==> src/rtl/ecclog_pkg.sv <==
package ecclog_pkg;

  // Error classes, in the order used by every per-class vector.
  localparam int NCLS     = 3;
  localparam int CLS_CE   = 0;
  localparam int CLS_UE   = 1;
  localparam int CLS_LOCK = 2;

  // Bit positions of each class in the status and command registers.
  localparam int ST_POS  [NCLS] = '{0, 7, 9};
  localparam int CMD_POS [NCLS] = '{7, 8, 9};

  typedef enum logic [2:0] {
    RIDX_STATUS = 3'd0,
    RIDX_CMD    = 3'd1,
    RIDX_ADDR   = 3'd2,
    RIDX_SYN    = 3'd3,
    RIDX_CHAN   = 3'd4
  } regIdx_e;

  // Control -> datapath.
  typedef struct packed {
    logic            capLoad;
    logic [NCLS-1:0] status;
  } ctrlStrobe_t;

  // Datapath -> control.
  typedef struct packed {
    logic [NCLS-1:0] clr;
    logic [NCLS-1:0] en;
  } dpStrobe_t;

endpackage

==> src/rtl/ecclog_ctrl.sv <==
module ecclog_ctrl
  import ecclog_pkg::*;
(
  input  logic            clk,
  input  logic            rst,
  input  logic [NCLS-1:0] evtVec,
  input  dpStrobe_t       fromDp,
  output ctrlStrobe_t     toDp,
  output logic            serrPulse
);

  logic [NCLS-1:0] stReg;
  logic [NCLS-1:0] newSet;

  // One sticky flag per class; a same-cycle event beats a clear.
  for (genvar k = 0; k < NCLS; k++) begin : g_cls
    always_ff @(posedge clk) begin
      if (rst) stReg[k] <= 1'b0;
      else     stReg[k] <= evtVec[k] | (stReg[k] & ~fromDp.clr[k]);
    end
    assign newSet[k] = evtVec[k] & ~stReg[k];

    // an event always leaves its flag set
    a_r4_set_wins: assert property (@(posedge clk) disable iff (rst)
      evtVec[k] |=> stReg[k]);
    // a clear without an event empties the flag
    a_r3_clear_works: assert property (@(posedge clk) disable iff (rst)
      (fromDp.clr[k] && !evtVec[k]) |=> !stReg[k]);
    // without a clear the flag holds
    a_r2_sticky: assert property (@(posedge clk) disable iff (rst)
      (stReg[k] && !fromDp.clr[k]) |=> stReg[k]);
  end

  always_ff @(posedge clk) begin
    if (rst) serrPulse <= 1'b0;
    else     serrPulse <= |(newSet & fromDp.en);
  end

  // UE capture unless a UE is logged; CE capture only into an empty log.
  assign toDp.capLoad = (evtVec[CLS_UE] & ~stReg[CLS_UE])
                      | (evtVec[CLS_CE] & ~stReg[CLS_CE] & ~stReg[CLS_UE]);
  assign toDp.status  = stReg;

  // every pulse traces back to an enabled event
  a_r10_serr_cause: assert property (@(posedge clk) disable iff (rst)
    serrPulse |-> $past(|(evtVec & fromDp.en)));
  // simultaneous ECC events set both flags
  a_r8_both_set: assert property (@(posedge clk) disable iff (rst)
    (evtVec[CLS_CE] && evtVec[CLS_UE]) |=> (stReg[CLS_CE] && stReg[CLS_UE]));

endmodule

==> src/rtl/ecclog_dp.sv <==
module ecclog_dp
  import ecclog_pkg::*;
#(
  parameter int ADDR_W     = 32,
  parameter int PAGE_SHIFT = 12,
  parameter int SYN_W      = 8,
  parameter int CTL_W      = 16,
  parameter int RD_W       = 32
) (
  input  logic                         clk,
  input  logic                         rst,
  input  ctrlStrobe_t                  fromCtrl,
  input  logic [ADDR_W-PAGE_SHIFT-1:0] evtBlock,
  input  logic [SYN_W-1:0]             evtSyn,
  input  logic                         evtChan,
  input  logic [2:0]                   regAddr,
  input  logic                         regWe,
  input  logic [CTL_W-1:0]             regWdata,
  output dpStrobe_t                    toCtrl,
  output logic [RD_W-1:0]              regRdata
);

  localparam int BLK_W = ADDR_W - PAGE_SHIFT;

  logic [BLK_W-1:0] capBlock;
  logic [SYN_W-1:0] capSyn;
  logic             capChan;
  logic [NCLS-1:0]  cmdEn;
  logic             stWr;
  logic             cmdWr;
  logic             unusedWdata;

  assign stWr        = regWe && (regAddr == RIDX_STATUS);
  assign cmdWr       = regWe && (regAddr == RIDX_CMD);
  assign unusedWdata = ^regWdata;

  for (genvar k = 0; k < NCLS; k++) begin : g_cmd
    always_ff @(posedge clk) begin
      if (rst)        cmdEn[k] <= 1'b0;
      else if (cmdWr) cmdEn[k] <= regWdata[CMD_POS[k]];
    end
    assign toCtrl.clr[k] = stWr & regWdata[ST_POS[k]];
  end
  assign toCtrl.en = cmdEn;

  always_ff @(posedge clk) begin
    if (rst) begin
      capBlock <= '0;
      capSyn   <= '0;
      capChan  <= 1'b0;
    end else if (fromCtrl.capLoad) begin
      capBlock <= evtBlock;
      capSyn   <= evtSyn;
      capChan  <= evtChan;
    end
  end

  always_comb begin
    regRdata = '0;
    case (regIdx_e'(regAddr))
      RIDX_STATUS:
        for (int k = 0; k < NCLS; k++) regRdata[ST_POS[k]] = fromCtrl.status[k];
      RIDX_CMD:
        for (int k = 0; k < NCLS; k++) regRdata[CMD_POS[k]] = cmdEn[k];
      RIDX_ADDR: regRdata[ADDR_W-1:PAGE_SHIFT] = capBlock;
      RIDX_SYN:  regRdata[SYN_W-1:0] = capSyn;
      RIDX_CHAN: regRdata[0] = capChan;
      default:   regRdata = '0;
    endcase
  end

  // a logged UE freezes the capture
  a_r7_ue_pending_holds: assert property (@(posedge clk) disable iff (rst)
    fromCtrl.status[CLS_UE] |=> ($stable(capBlock) && $stable(capSyn) && $stable(capChan)));
  // a write to a capture index does not load it
  a_r11_ro_capture: assert property (@(posedge clk) disable iff (rst)
    (regWe && regAddr == RIDX_ADDR && !fromCtrl.capLoad) |=> $stable(capBlock));
  // the command register only changes on its own write
  a_r9_cmd_hold: assert property (@(posedge clk) disable iff (rst)
    !cmdWr |=> $stable(cmdEn));

endmodule

==> src/rtl/ecc_err_logger.sv <==
module ecc_err_logger
  import ecclog_pkg::*;
#(
  parameter int ADDR_W     = 32,
  parameter int PAGE_SHIFT = 12,
  parameter int SYN_W      = 8,
  parameter int CTL_W      = 16,
  parameter int RD_W       = 32
) (
  input  logic                         clk,
  input  logic                         rst,
  input  logic                         ceEvt,
  input  logic                         ueEvt,
  input  logic                         lockEvt,
  input  logic [ADDR_W-PAGE_SHIFT-1:0] evtBlock,
  input  logic [SYN_W-1:0]             evtSyndrome,
  input  logic                         evtChan,
  input  logic [2:0]                   regAddr,
  input  logic                         regWe,
  input  logic [CTL_W-1:0]             regWdata,
  output logic [RD_W-1:0]              regRdata,
  output logic                         serrPulse
);

  ctrlStrobe_t     c2d;
  dpStrobe_t       d2c;
  logic [NCLS-1:0] evtVec;

  always_comb begin
    evtVec           = '0;
    evtVec[CLS_CE]   = ceEvt;
    evtVec[CLS_UE]   = ueEvt;
    evtVec[CLS_LOCK] = lockEvt;
  end

  ecclog_ctrl u_ctrl (
    .clk       (clk),
    .rst       (rst),
    .evtVec    (evtVec),
    .fromDp    (d2c),
    .toDp      (c2d),
    .serrPulse (serrPulse)
  );

  ecclog_dp #(
    .ADDR_W     (ADDR_W),
    .PAGE_SHIFT (PAGE_SHIFT),
    .SYN_W      (SYN_W),
    .CTL_W      (CTL_W),
    .RD_W       (RD_W)
  ) u_dp (
    .clk      (clk),
    .rst      (rst),
    .fromCtrl (c2d),
    .evtBlock (evtBlock),
    .evtSyn   (evtSyndrome),
    .evtChan  (evtChan),
    .regAddr  (regAddr),
    .regWe    (regWe),
    .regWdata (regWdata),
    .toCtrl   (d2c),
    .regRdata (regRdata)
  );

endmodule

==> config.mk <==
export PLATFORM = sky130hd
export DESIGN_NAME = ecc_err_logger
export DESIGN_NICKNAME = d
export VERILOG_FILES = /design/src/rtl/ecclog_pkg.sv /design/src/rtl/ecclog_ctrl.sv /design/src/rtl/ecclog_dp.sv /design/src/rtl/ecc_err_logger.sv
export SDC_FILE = /design/constraint.sdc
export NUM_CORES = 1
export LEC_CHECK = 0
export ABC_AREA = 1
export BUFFER_PORTS_ARGS = -buffer_cell sky130_fd_sc_hd__buf_2
export CELL_PAD_IN_SITES_DETAIL_PLACEMENT = 1
export CELL_PAD_IN_SITES_GLOBAL_PLACEMENT = 2
export CORE_ASPECT_RATIO = 1.25
export CORE_MARGIN = 3
export CORE_UTILIZATION = 20
export CTS_BUF_LIST = sky130_fd_sc_hd__clkbuf_16
export DETAILED_ROUTE_END_ITERATION = 6
export PLACE_DENSITY_LB_ADDON = 0.1
export SYNTH_ARGS = -nofsm -noshare
export SYNTH_HDL_FRONTEND = slang
export SYNTH_SLANG_ARGS = --single-unit
export TNS_END_PERCENT = 100
==> constraint.sdc <==
create_clock -name clk -period 1 [get_ports clk]
set_input_delay 0.15 -clock clk [delete_from_list [all_inputs] [get_ports clk]]
set_output_delay 0.15 -clock clk [all_outputs]
set_load 0.05 [all_outputs]
==> Yosys cells after proc, flatten, opt, wreduce, memory -nomap -nowiden <==
Index checks and enable logic that the tools add are counted.
{ "totals": {"regBits": 36, "out_inout_bits": 33, "elab_cells": 45} }
{ "classes": {"n_reduce_logical": 4, "n_mux": 6, "n_bitwise": 21, "n_eq_ne": 4} }
{ "ops": {"columns": ["cell", "count"], "rows": [
  ["$mux 20", 1],
  ["$and 1x1->1", 10],
  ["$eq 3x2->1 const B", 2],
  ["$mux 6", 1],
  ["$not 1->1", 6],
  ["$pmux 1 s3", 2],
  ["$or 1x1->1", 4],
  ["$and 3x3->3", 1],
  ["$eq 3x1->1 const B", 1],
  ["$eq 3x3->1 const B", 1],
  ["$logic_not 3->1", 1],
  ["$reduce_or 3->1", 1],
  ["$logic_and 1x1->1", 2],
  ["$pmux 1 s2", 1],
  ["$mux 1", 1]
]} }

==> Logic depth before layout (Yosys ltp) <==
Gate-level depths: netlist (run 1).
{ "logic_depth": {"ltp_word": 6, "ltp_mapped": 8, "mapped_depth_nobuf": 6} }

==> Hierarchy <==
A second synthesis (run 1) with hierarchy kept.
{ "unflattened": {"hier_cells": 229, "hier_area_um2": 1660.3} }
{ "by_module_without_submodules": {"columns": ["module", "n_inst", "seq_area_each_um2", "area_per_inst_um2", "cells_each"], "rows": [
  ["ecclog_dp", 1, 640.6, 1495.2, 204],
  ["ecclog_ctrl", 1, 80.1, 165.2, 25]
]} }

==> Worst setup path after synthesis (run 1) <==
Ideal clock, no wire load.
{ "synth_path": {"path_kind": "input to output", "start": "input regAddr[1]", "end": "output regRdata[0]", "t_arrival_ns": 1.511, "n_path_buf": 0, "path_stages": 3, "setup_slack_ns": -0.661, "cell_sequence": "nor2_1 o21ai_0 o21ai_0"} }
{ "synth_between": {"elab_chain_cells": 2} }
{ "synth_lines": {"columns": ["element", "line", "rtl"], "rows": [
  ["start: declaration", "ecc_err_logger.sv:18", "input logic [2:0] regAddr,"],
  ["$eq 3x3->1 (tied with other cells)", "ecclog_dp.sv:60", "case (regIdx_e'(regAddr))"],
  ["$pmux 1 s3 *", "ecclog_dp.sv:60", null],
  ["end: declaration", "ecc_err_logger.sv:21", "output logic [RD_W-1:0] regRdata,"]
]} }
Mark *: on every way between the ends. The rest lies on a longest branch, timed or not.

==> Worst setup path in the final report (run 1) <==
{ "layout_path": {"start": "register u_ctrl.stReg[1] (netlist: u_ctrl.toDp[1])", "end": "register u_dp.capBlock[7]"} }
{ "layout_between": {"elab_chain_cells": 3} }
{ "layout_lines": {"columns": ["element", "line", "rtl"], "rows": [
  ["start: declaration", "ecclog_ctrl.sv:12", "logic [NCLS-1:0] stReg;"],
  ["start signal: indexed assignment", "ecclog_ctrl.sv:19", "else stReg[k] <= evtVec[k] | (stReg[k] & ~fromDp.clr[k]);"],
  ["$not 1->1 *", "ecclog_ctrl.sv:40, ecclog_ctrl.sv:41", null],
  ["$and 1x1->1, on equally long branches", "ecclog_ctrl.sv:40, ecclog_ctrl.sv:41", null],
  ["$or 1x1->1 *", "ecclog_ctrl.sv:41", "| (evtVec[CLS_CE] & ~stReg[CLS_CE] & ~stReg[CLS_UE]);"],
  ["end signal: assignment", "ecclog_dp.sv:52", "capBlock <= evtBlock;"],
  ["end: declaration", "ecclog_dp.sv:25", "logic [BLK_W-1:0] capBlock;"]
]} }
Marks and branches as above.
A chain may end at the register's enable or synchronous reset.

==> results.json, run 1 <==
{
  "area_growth_pct": 99.85,
  "hpwlAfterDp_um": 3882,
  "ys.warnings.count": 0,
  "synth_seq_cells": 36,
  "drc": 0,
  "clk_path_buf_depth": 2,
  "grt_pass1_wl_um": 9080,
  "grt_usage_pct": 12.48,
  "worstSetupPathType": "reg -> reg",
  "core_um2": 7973,
  "violations": "setup timing",
  "hp-class": "in -> reg",
  "grtUsageMet1_pct": 15.08,
  "maxSlewViolCount": 0,
  "grt_max_degree": 30,
  "clkSinkCount": 36,
  "fin_hold_ws_ns": 0.09914,
  "cts-root-buf": "clkbuf_16",
  "layout.nets": 399,
  "fin_ws_ns": -0.1849,
  "num_io_pins": 87,
  "yosysSeqAreaShare_pct": 43.15,
  "io_buffers": 72,
  "period_share_pct": 118.5,
  "first_iter_violations": 32,
  "dieArea_um2": 9491,
  "busiest_layer": "met2",
  "leakagePower_nw": 1.409,
  "antenna_found_initial": 0,
  "gr-usage-met2_pct": 21.77,
  "power_w": 0.004280,
  "yosys_most_used_dff": "dfxtp_1",
  "yosysUniqueCellTypes": 22,
  "path_cells": "buf_4, inv_4, nand3_4, nand2_8, inv_8, clkbuf_16, nor2_4, nor2_1",
  "synth_area_leader_cell": "dfxtp_1",
  "synth_top_area_share_pct": 43.15,
  "die_w_um": 87.74,
  "routed_wl_um": 5732,
  "status": "finished, violations left",
  "endpoint_kind": "flip-flop",
  "h-tree-depth": 2,
  "period_minus_slack_ns": 1.185,
  "fmax_ghz": 0.8440,
  "clk_latency_ns": 0.28,
  "ir_drop_uv": 548.5,
  "setup_viol_count_final": 60,
  "grt_pass1_vias": 1877,
  "drive_gt1_share_pct": 66.18,
  "synth_common_cells": "nor2_1 (88), inv_1 (37), dfxtp_1 (36)",
  "gp_congestion": 0.7118,
  "yosys-top-cells-area": "dfxtp_1 (43%), nor2_1 (20%), inv_1 (8.3%)",
  "diodes": 0,
  "syn-instance-count": 247,
  "grt_overflow": 0,
  "cts_tree": "yes",
  "num_rows": 36,
  "cp.required_ns": 1.17,
  "p_per_area_nw_per_um2": 1282,
  "grt_use_met3_pct": 2.668,
  "drt_pass1_iterations": 3,
  "syn_avg_cell_area_um2": 6.763,
  "skew_ns": 0.002199,
  "cp_num_buf_inv": 4,
  "initial_core_util_pct": 20.95,
  "synthesis.area_um2": 1670,
  "via_per_inst": 4.224,
  "crit_family": "buffers and inverters",
  "slowest_delay_ns": 0.32,
  "cap_violations": 0,
  "synth_edf_count": 0,
  "ant_nets": 0,
  "rsz0062_at_grt": "true",
  "die_h_um": 108.2,
  "hold_violations": 0,
  "clk_pin_slew_ns": 0.06,
  "vias": 1863,
  "cts_buffers": 5,
  "worstPathMaxFanout": 7,
  "async_flop_share_pct": 0,
  "wl_per_cell_um": 13.00,
  "cp.arrival_ns": 1.35,
  "crit_path_top_delay_cell": "dfxtp_2",
  "worst_setup_path_start_kind": "flip-flop",
  "synth.most_common_cell": "nor2_1"
}
flip-flops by register name (all words and copies together) (netlist names):
register	count
u_dp.capChan	1
u_dp.capSyn	8
u_dp.capBlock	20
u_dp.toCtrl	3
u_ctrl.toDp	3
u_ctrl.serrPulse	1
final timing paths:
path	slack, ns	cells past startpoint	from	end
hold / removal	0.1	3	evtBlock[5]	u_dp.capBlock[5]$_SDFFE_PP0P_
setup / recovery	-0.18	8	u_ctrl.toDp[1]$_SDFF_PP0_	u_dp.capBlock[7]$_SDFFE_PP0P_
hold reg to reg	0.47	2	u_ctrl.toDp[2]$_SDFF_PP0_	u_ctrl.toDp[2]$_SDFF_PP0_
setup reg to reg	-0.18	8	u_ctrl.toDp[1]$_SDFF_PP0_	u_dp.capBlock[7]$_SDFFE_PP0P_
kinds of logic (layout without fill, tap and decap cells):
| family | count (synthesis) | after routing | share of synthesized area (%) |
|---|---|---|---|
| simple gates | 116 | 116 | 28.61 |
| other cells | 1 | 2 | 0.2245 |
| buf+inv | 54 | 152 | 16.03 |
| compound gates | 40 | 40 | 11.99 |
| flops | 36 | 36 | 43.15 |
through the flow:
step	TNS, ns	utilization (%)	std cells	instance area (um^2)	setup slack [ns]
after CTS	-7.077	39.53	439	3152	-0.1787
after global routing	-9.919	41.87	441	3338	-0.2328
final	-6.619	41.87	441	3338	-0.1849
after floorplan	-0.3364	-	248	1892	-0.05009
after global placement	-8.486	30.92	421	2465	-0.2966
after detailed placement	-9.047	30.92	421	2465	-0.3007
placed cells by master (no fill, tap or decap), drive strengths merged:
cell type,n
clkbuf,8
nor3,3
o21ai,34
nor2,88
nand4,5
clkinv,1
inv,43
a21oi,6
conb,2
nand2,15
dfxtp,36
nand3,5
buf,100
repair_timing:
action                     in CTS  in global routing
setup endpoints to repair      59                 61
setup buffers                   8                  0
pin swaps                      22                 20
gates cloned                    2                  2
hold buffers                    0                  0
gates resized for setup       181                 40
final cells by class:
cell class	count	area [um^2]
Sequential cell	36	755.7
Multi-Input combinational cell	158	1125
Clock buffer	5	125.1
Timing Repair Buffer	103	1023
Clock inverter	3	11.26
Tap cell	95	118.9
Fill cell	932	4634
Inverter	41	178.9
tightest hold or removal path, delay by kind of cell:
family        cells  cell delay (ns)
simple gates      2             0.11
buf+inv           1             0.08
metal layers:
metal	wire length, um	part of all wire (%)
met1	2436	42
met2	2994	52
met3	229	4.0
met4	72	1.3
met5	0	0
power by group:
group,internal (W),switching [W],total (W)
logic,0.000499,0.000655,0.00115
registers,0.00158,0.0000746,0.00165
clock network,0.000896,0.000577,0.00147
(Power assumes the default switching activity.)
==> inputs of run 2 (changes only) <==
--- a/config.mk
+++ b/config.mk
@@ -10,7 +10,6 @@
 export CELL_PAD_IN_SITES_DETAIL_PLACEMENT = 1
 export CELL_PAD_IN_SITES_GLOBAL_PLACEMENT = 2
 export CORE_ASPECT_RATIO = 1.25
-export CORE_MARGIN = 3
 export CORE_UTILIZATION = 20
 export CTS_BUF_LIST = sky130_fd_sc_hd__clkbuf_16
 export DETAILED_ROUTE_END_ITERATION = 6
==> constraint.sdc (replaced) <==
create_clock -name clk -period 1 [get_ports clk]
set_input_delay 0.15 -clock clk [delete_from_list [all_inputs] [get_ports clk]]
set_output_delay 0.15 -clock clk [all_outputs]
set_load 0.01 [all_outputs]
==> run 2 against run 1 <==
Effect of this change: the run still ends with setup timing left; non-clock buffer count stayed put; flip-flop and latch count stayed put; via count is 0.91% higher; largest cell class unchanged; count of clock-buffer cells in the layout stayed put; core utilization is 0.55 points lower; total power is 4.6% higher; clock skew hardly changed; register-to-register slack hardly changed; critical path type is now reg -> out; fmax is 0.40% higher; die area is 8.1% lower.
==> results.json, run 2 (synthesized netlist as in run 1, its figures left out) <==
{
  "status": "finished, violations left",
  "violations": "setup timing",
  "top_regs": "u_dp.capBlock: 20 flops, u_dp.capSyn: 8 flops",
  "whs_endpoint": "u_dp.capBlock[14]$_SDFFE_PP0P_",
  "leakagePower_nw": 1.406,
  "final_cell_mix": "buf_2 (50), nor2_4 (41), nor2_1 (34), dfxtp_2 (31), inv_2 (23)",
  "layout.nets": 399,
  "drive_gt1_share_pct": 68.50,
  "place_inst": 416,
  "die_w_um": 83.74,
  "grt_pass1_vias": 1815,
  "cap_violations": 0,
  "initial_core_util_pct": 21.07,
  "clkSinkCount": 36,
  "power_w": 0.004475,
  "grtUsageMet1_pct": 15.87,
  "drt_pass1_iterations": 4,
  "fmax_ghz": 0.8473,
  "hp-class": "in -> reg",
  "p_per_area_nw_per_um2": 1366,
  "grt_overflow": 0,
  "post-place-ws_ns": -0.1380,
  "utilization_pct": 41.32,
  "largest-register": "u_dp.capBlock",
  "ant_nets": 0,
  "drc": 0,
  "r2r_start": "u_ctrl.toDp[0]$_SDFF_PP0_",
  "dieArea_um2": 8724,
  "cts-root-buf": "clkbuf_16",
  "wl_per_cell_um": 13.37,
  "cts_tree": "yes",
  "min-delay-start": "evtBlock[14]",
  "diodes": 0,
  "worst_setup_path_start_kind": "flip-flop",
  "gr-usage-met2_pct": 22.94,
  "area_growth_pct": 96.10,
  "gp_congestion": 0.7067,
  "num_io_pins": 87,
  "setup_viol_count_final": 52,
  "vias": 1880,
  "final_common_cell": "buf_2",
  "largest_reg_flops": 20,
  "hold_violations": 0,
  "whs_path_depth": 3,
  "clk_path_buf_depth": 2,
  "worstPathMaxFanout": 2,
  "core_um2": 7928,
  "grt_usage_pct": 13.14,
  "h-tree-depth": 2,
  "cp.arrival_ns": 1.03,
  "clk_latency_ns": 0.28,
  "clk_pin_slew_ns": 0.06,
  "rrSetupSlack_ns": -0.17,
  "maxSlewViolCount": 0,
  "first_iter_violations": 14,
  "grt_max_degree": 31,
  "die_h_um": 104.2,
  "rsz0062_at_grt": "true",
  "period_minus_slack_ns": 1.180,
  "grt_use_met3_pct": 3.016,
  "fin_cells": 441,
  "period_share_pct": 118.0,
  "routed_wl_um": 5895,
  "worstSetupPathType": "reg -> out",
  "busiest_layer": "met2",
  "hpwlAfterDp_um": 3609,
  "endpoint_kind": "output port",
  "grt_pass1_wl_um": 8997,
  "ir_drop_uv": 632.7,
  "r2r-end": "u_dp.capSyn[7]$_SDFFE_PP0P_",
  "fin_ws_ns": -0.1802,
  "num_rows": 36,
  "io_buffers": 72,
  "via_per_inst": 4.263,
  "worst_r2r_path_depth": 8,
  "cp.required_ns": 0.85,
  "antenna_found_initial": 0,
  "cts_buffers": 5,
  "fin_setup_tns_ns": -5.061,
  "skew_ns": 0.002533
}
-- run 2: stage by stage --
step	hold WS, ns	instance area (um^2)
final	0.09634	3276
after global routing	0.1087	3276
after CTS	0.09517	2804
after detailed placement	0.3823	2211
after global placement	0.3715	2211
after floorplan	0.2117	1675
-- run 2: timing repair --
item,4_1_cts,5_1_grt
gates cloned,4,2
setup endpoints to repair,54,60
hold buffers,0,0
pin swaps,12,31
setup buffers,8,4
gates resized for setup,103,124
-- run 2: layout make-up --
cell class              count  area, um^2
flip-flops and latches     36       759.5
well taps                  95       118.9
inverters                  41       196.4
clock inverters             3       38.79
multi-input cells         158        1099
repair buffers            103       938.4
fillers                   936        4652
clock buffers               5       125.1
-- run 2: where the power goes --
group | total (W) | leakage (nW) | internal (W) | switching, W
clock | 0.00177 | 0.0850 | 0.00116 | 0.000605
sequential | 0.00166 | 0.308 | 0.00158 | 0.0000761
combinational | 0.00105 | 1.01 | 0.000496 | 0.000553
-- run 2: worst max-delay path by stage --
stage                                    startpoint  slack [ns]                        endpoint  depth (start not counted)
after floorplan           u_ctrl.toDp[0]$_SDFF_PP0_       -0.03  u_dp.capBlock[16]$_SDFFE_PP0P_                          8
after global placement                   regAddr[1]       -0.11                     regRdata[3]                          6
after detailed placement                 regAddr[1]       -0.14                     regRdata[3]                          6
after CTS                 u_ctrl.toDp[0]$_SDFF_PP0_       -0.21                     regRdata[0]                          4
after global routing      u_ctrl.toDp[0]$_SDFF_PP0_       -0.25  u_dp.capBlock[15]$_SDFFE_PP0P_                          7
final                     u_ctrl.toDp[0]$_SDFF_PP0_       -0.18                     regRdata[0]                          4
-- run 2: critical path, cell delays in order, from the launching register on --
cell and delay [ns]:
dfxtp_2 0.34, buf_6 0.10, o21ai_2 0.04, o21ai_1 0.13
buf_2 0.15
-- run 2: per-layer routing --
metal  wire length, um  vias up
met5                 0        -
met2              3164       40
met4                45        0
li1                  -      948
met3               207        4
met1              2477      888
==> inputs of run 3 (changes only) <==
--- a/config.mk
+++ b/config.mk
@@ -5,12 +5,11 @@
 export SDC_FILE = /design/constraint.sdc
 export NUM_CORES = 1
 export LEC_CHECK = 0
-export ABC_AREA = 1
 export BUFFER_PORTS_ARGS = -buffer_cell sky130_fd_sc_hd__buf_2
 export CELL_PAD_IN_SITES_DETAIL_PLACEMENT = 1
 export CELL_PAD_IN_SITES_GLOBAL_PLACEMENT = 2
 export CORE_ASPECT_RATIO = 1.25
-export CORE_UTILIZATION = 20
+export CORE_UTILIZATION = 24
 export CTS_BUF_LIST = sky130_fd_sc_hd__clkbuf_16
 export DETAILED_ROUTE_END_ITERATION = 6
 export PLACE_DENSITY_LB_ADDON = 0.1
==> run 3 against run 2 <==
Effect of this change: the run still ends with setup timing left; highest routed layer unchanged; first-iteration DRC count rose by 50%; clock skew rose by 0.0093 ns; core utilization rose by 0.49 points; synthesized area rose by 13%; fmax fell by 11%; wire length fell by 6.3%; largest power group unchanged; register-to-register slack got worse by 0.03 ns; critical endpoint unchanged; count of clock-buffer cells in the layout did not move; non-clock buffer count rose by 2; combinational power fell by 27%; flip-flop and latch count did not move.
==> results.json, run 3 <==
{
  "status": "finished, violations left",
  "violations": "setup timing",
  "clkSinkCount": 36,
  "top_regs": "u_dp.capBlock: 20 flops, u_dp.capSyn: 8 flops",
  "hp-class": "in -> reg",
  "syn_avg_cell_area_um2": 9.338,
  "rrSetupSlack_ns": -0.20,
  "die_h_um": 101.4,
  "die_w_um": 81.49,
  "cts_tree": "yes",
  "p_seq_share_pct": 38.3,
  "syn-instance-count": 203,
  "crit_family": "flip-flops",
  "worst_r2r_path_depth": 5,
  "ir_drop_uv": 590.2,
  "antenna_found_initial": 0,
  "clock_power_share_pct": 43.3,
  "min-delay-start": "regWdata[9]",
  "synth.most_common_cell": "nand2b_1",
  "routed_wl_um": 5525,
  "cap_violations": 0,
  "cp_num_buf_inv": 2,
  "leakagePower_nw": 1.434,
  "dieArea_um2": 8260,
  "ant_nets": 0,
  "ys.warnings.count": 0,
  "cp_num_cells": 4,
  "async_flop_share_pct": 0,
  "drive_gt1_share_pct": 50.33,
  "synthesis.area_um2": 1896,
  "grt_pass1_wl_um": 8873,
  "num_rows": 35,
  "worst_setup_path_start_kind": "flip-flop",
  "r2r-end": "u_dp.capBlock[13]$_SDFFE_PP0P_",
  "worstSetupPathType": "reg -> out",
  "period_share_pct": 132.2,
  "synth_area_leader_cell": "dfxtp_1",
  "rsz0062_at_grt": "true",
  "h-tree-depth": 2,
  "fin_area_um2": 3131,
  "fillers": 857,
  "clk_pin_slew_ns": 0.06,
  "cts-root-buf": "clkbuf_16",
  "place_area_um2": 2487,
  "crit_path_top_delay_cell": "dfxtp_2",
  "cts_buffers": 5,
  "yosys-top-cells-area": "dfxtp_1 (38%), nand2b_1 (19%), mux2i_1 (18%)",
  "clk_latency_ns": 0.29,
  "area_growth_pct": 65.15,
  "io_buffers": 72,
  "worstPathMaxFanout": 3,
  "yosysSeqAreaShare_pct": 38.02,
  "synth_top_area_share_pct": 38.02,
  "yosysUniqueCellTypes": 26,
  "setup_viol_count_final": 59,
  "largest-register": "u_dp.capBlock",
  "period_minus_slack_ns": 1.322,
  "cp-endpoint": "regRdata[0]",
  "grt_pass1_vias": 1816,
  "fin_cells": 392,
  "final_cell_mix": "nand2b_1 (58), buf_2 (46), mux2i_1 (35), buf_6 (30), dfxtp_1 (30)",
  "switchingPower_w": 0.0009946,
  "cp.arrival_ns": 1.17,
  "synth_edf_count": 0,
  "endpoint_kind": "output port",
  "vias": 1694,
  "grt_max_degree": 36,
  "via_per_inst": 4.321,
  "largest_reg_flops": 20,
  "path_cells": "buf_4, mux2i_1, o31ai_1, buf_2",
  "drc": 0,
  "place_inst": 369,
  "hold_violations": 0,
  "p_per_area_nw_per_um2": 1333,
  "grt_overflow": 0,
  "hpwlAfterDp_um": 3596,
  "core_um2": 7488,
  "maxSlewViolCount": 0,
  "grt_usage_pct": 14.51,
  "synth_seq_cells": 36,
  "num_io_pins": 87,
  "wl_per_cell_um": 14.09,
  "layout.nets": 353,
  "fmax_ghz": 0.7567,
  "diodes": 0,
  "swShare_pct": 23.83,
  "slowest_delay_ns": 0.32,
  "final_common_cell": "nand2b_1",
  "share_comb_of_total_power_pct": 18.4,
  "clk_path_buf_depth": 2,
  "fin_ws_ns": -0.3215,
  "cp.required_ns": 0.85,
  "crit_start": "u_ctrl.toDp[0]$_SDFF_PP0_",
  "intPower_w": 0.003178,
  "r2r_start": "u_ctrl.toDp[0]$_SDFF_PP0_",
  "initial_core_util_pct": 25.31,
  "drt_pass1_iterations": 3,
  "synth_common_cells": "nand2b_1 (59), dfxtp_1 (36), mux2i_1 (35)",
  "skew_ns": 0.01180,
  "cts_hold_buf": 0,
  "gp_congestion": 0.6392,
  "yosys_most_used_dff": "dfxtp_1",
  "first_iter_violations": 21
}
run 3: changes by cell type after synthesis, moves of 5 or more:
cell      before  now
nor2_1        88    7
nand2b_1       0   59
inv_1         37    2
mux2i_1        0   35
and2_1         0   26
o21ai_0       24    0
nand2_1       13    2
o21ai_1       10    0
a21oi_1        6    0
nand4_1        5    0
run 3: final cells by class:
class                      instances  area, um^2  area share (%)
inverter                           3       11.26          0.3597
sequential                        36       728.2           23.26
tap                               92       115.1           3.677
clock inverter                     3       42.54           1.359
clock buffer                       5       125.1           3.997
multi-input combinational        148        1160           37.05
timing repair buffer             105       948.4           30.30
run 3: worst min-delay path by stage:
stage	depth (start not counted)	slack, ns	to
6_report	2	0.09	u_ctrl.toDp[2]$_SDFF_PP0_
4_1_cts	2	0.08	u_ctrl.toDp[0]$_SDFF_PP0_
3_5_place_dp	2	0.37	u_ctrl.toDp[0]$_SDFF_PP0_
3_3_place_gp	2	0.37	u_ctrl.toDp[0]$_SDFF_PP0_
5_1_grt	2	0.10	u_ctrl.toDp[0]$_SDFF_PP0_
2_1_floorplan	1	0.25	u_ctrl.toDp[0]$_SDFF_PP0_
run 3: power by group through the flow:
stage	Sequential [W]	Clock, W	Combinational (W)
finish	0.00160	0.00181	0.000769
global placement	0.00162	0	0.000584
global route	0.00161	0.00190	0.000838
detailed placement	0.00162	0	0.000591
CTS	0.00160	0.00185	0.000809
floorplan	0.00161	0	0.000361
run 3: per-stage QoR:
step                      hold slack, ns  setup TNS (ns)  setup slack (ns)  utilization [%]  power [W]
after floorplan                   0.2512          -1.481           -0.1192                -   0.001968
after global placement            0.3686          -7.199           -0.1875            33.22   0.002205
after detailed placement          0.3729          -7.530           -0.1856            33.22   0.002214
after CTS                        0.07735          -10.58           -0.3478            42.02   0.004257
after global routing              0.1033          -12.28           -0.4061            41.80   0.004352
final                            0.09019          -8.453           -0.3215            41.80   0.004173
run 3: kinds of logic after synthesis:
| group | after synthesis | share of synthesized area (%) |
|---|---|---|
| and+or+nand+nor | 104 | 34.13 |
| DFF | 36 | 38.02 |
| muxes | 35 | 18.48 |
| buffers and inverters | 20 | 6.204 |
| AOI/OAI and AO/OA | 7 | 2.971 |
| other | 1 | 0.1978 |
run 3: what timing repair did:
item                       4_1_cts  5_1_grt
pin swaps                       21        8
buffers inserted                13        3
gates resized for setup         66       18
setup endpoints to repair       59       60
hold endpoints to repair         0        0
gates cloned                     5        0
run 3: routing by layer:
layer,GRT usage (%),share of wire [%],vias to the layer above
met1,16.86,42,797
met2,25.06,51,43
met5,0,0,-
li1,-,-,846
met4,5.357,1.5,0
met3,3.874,5.7,8
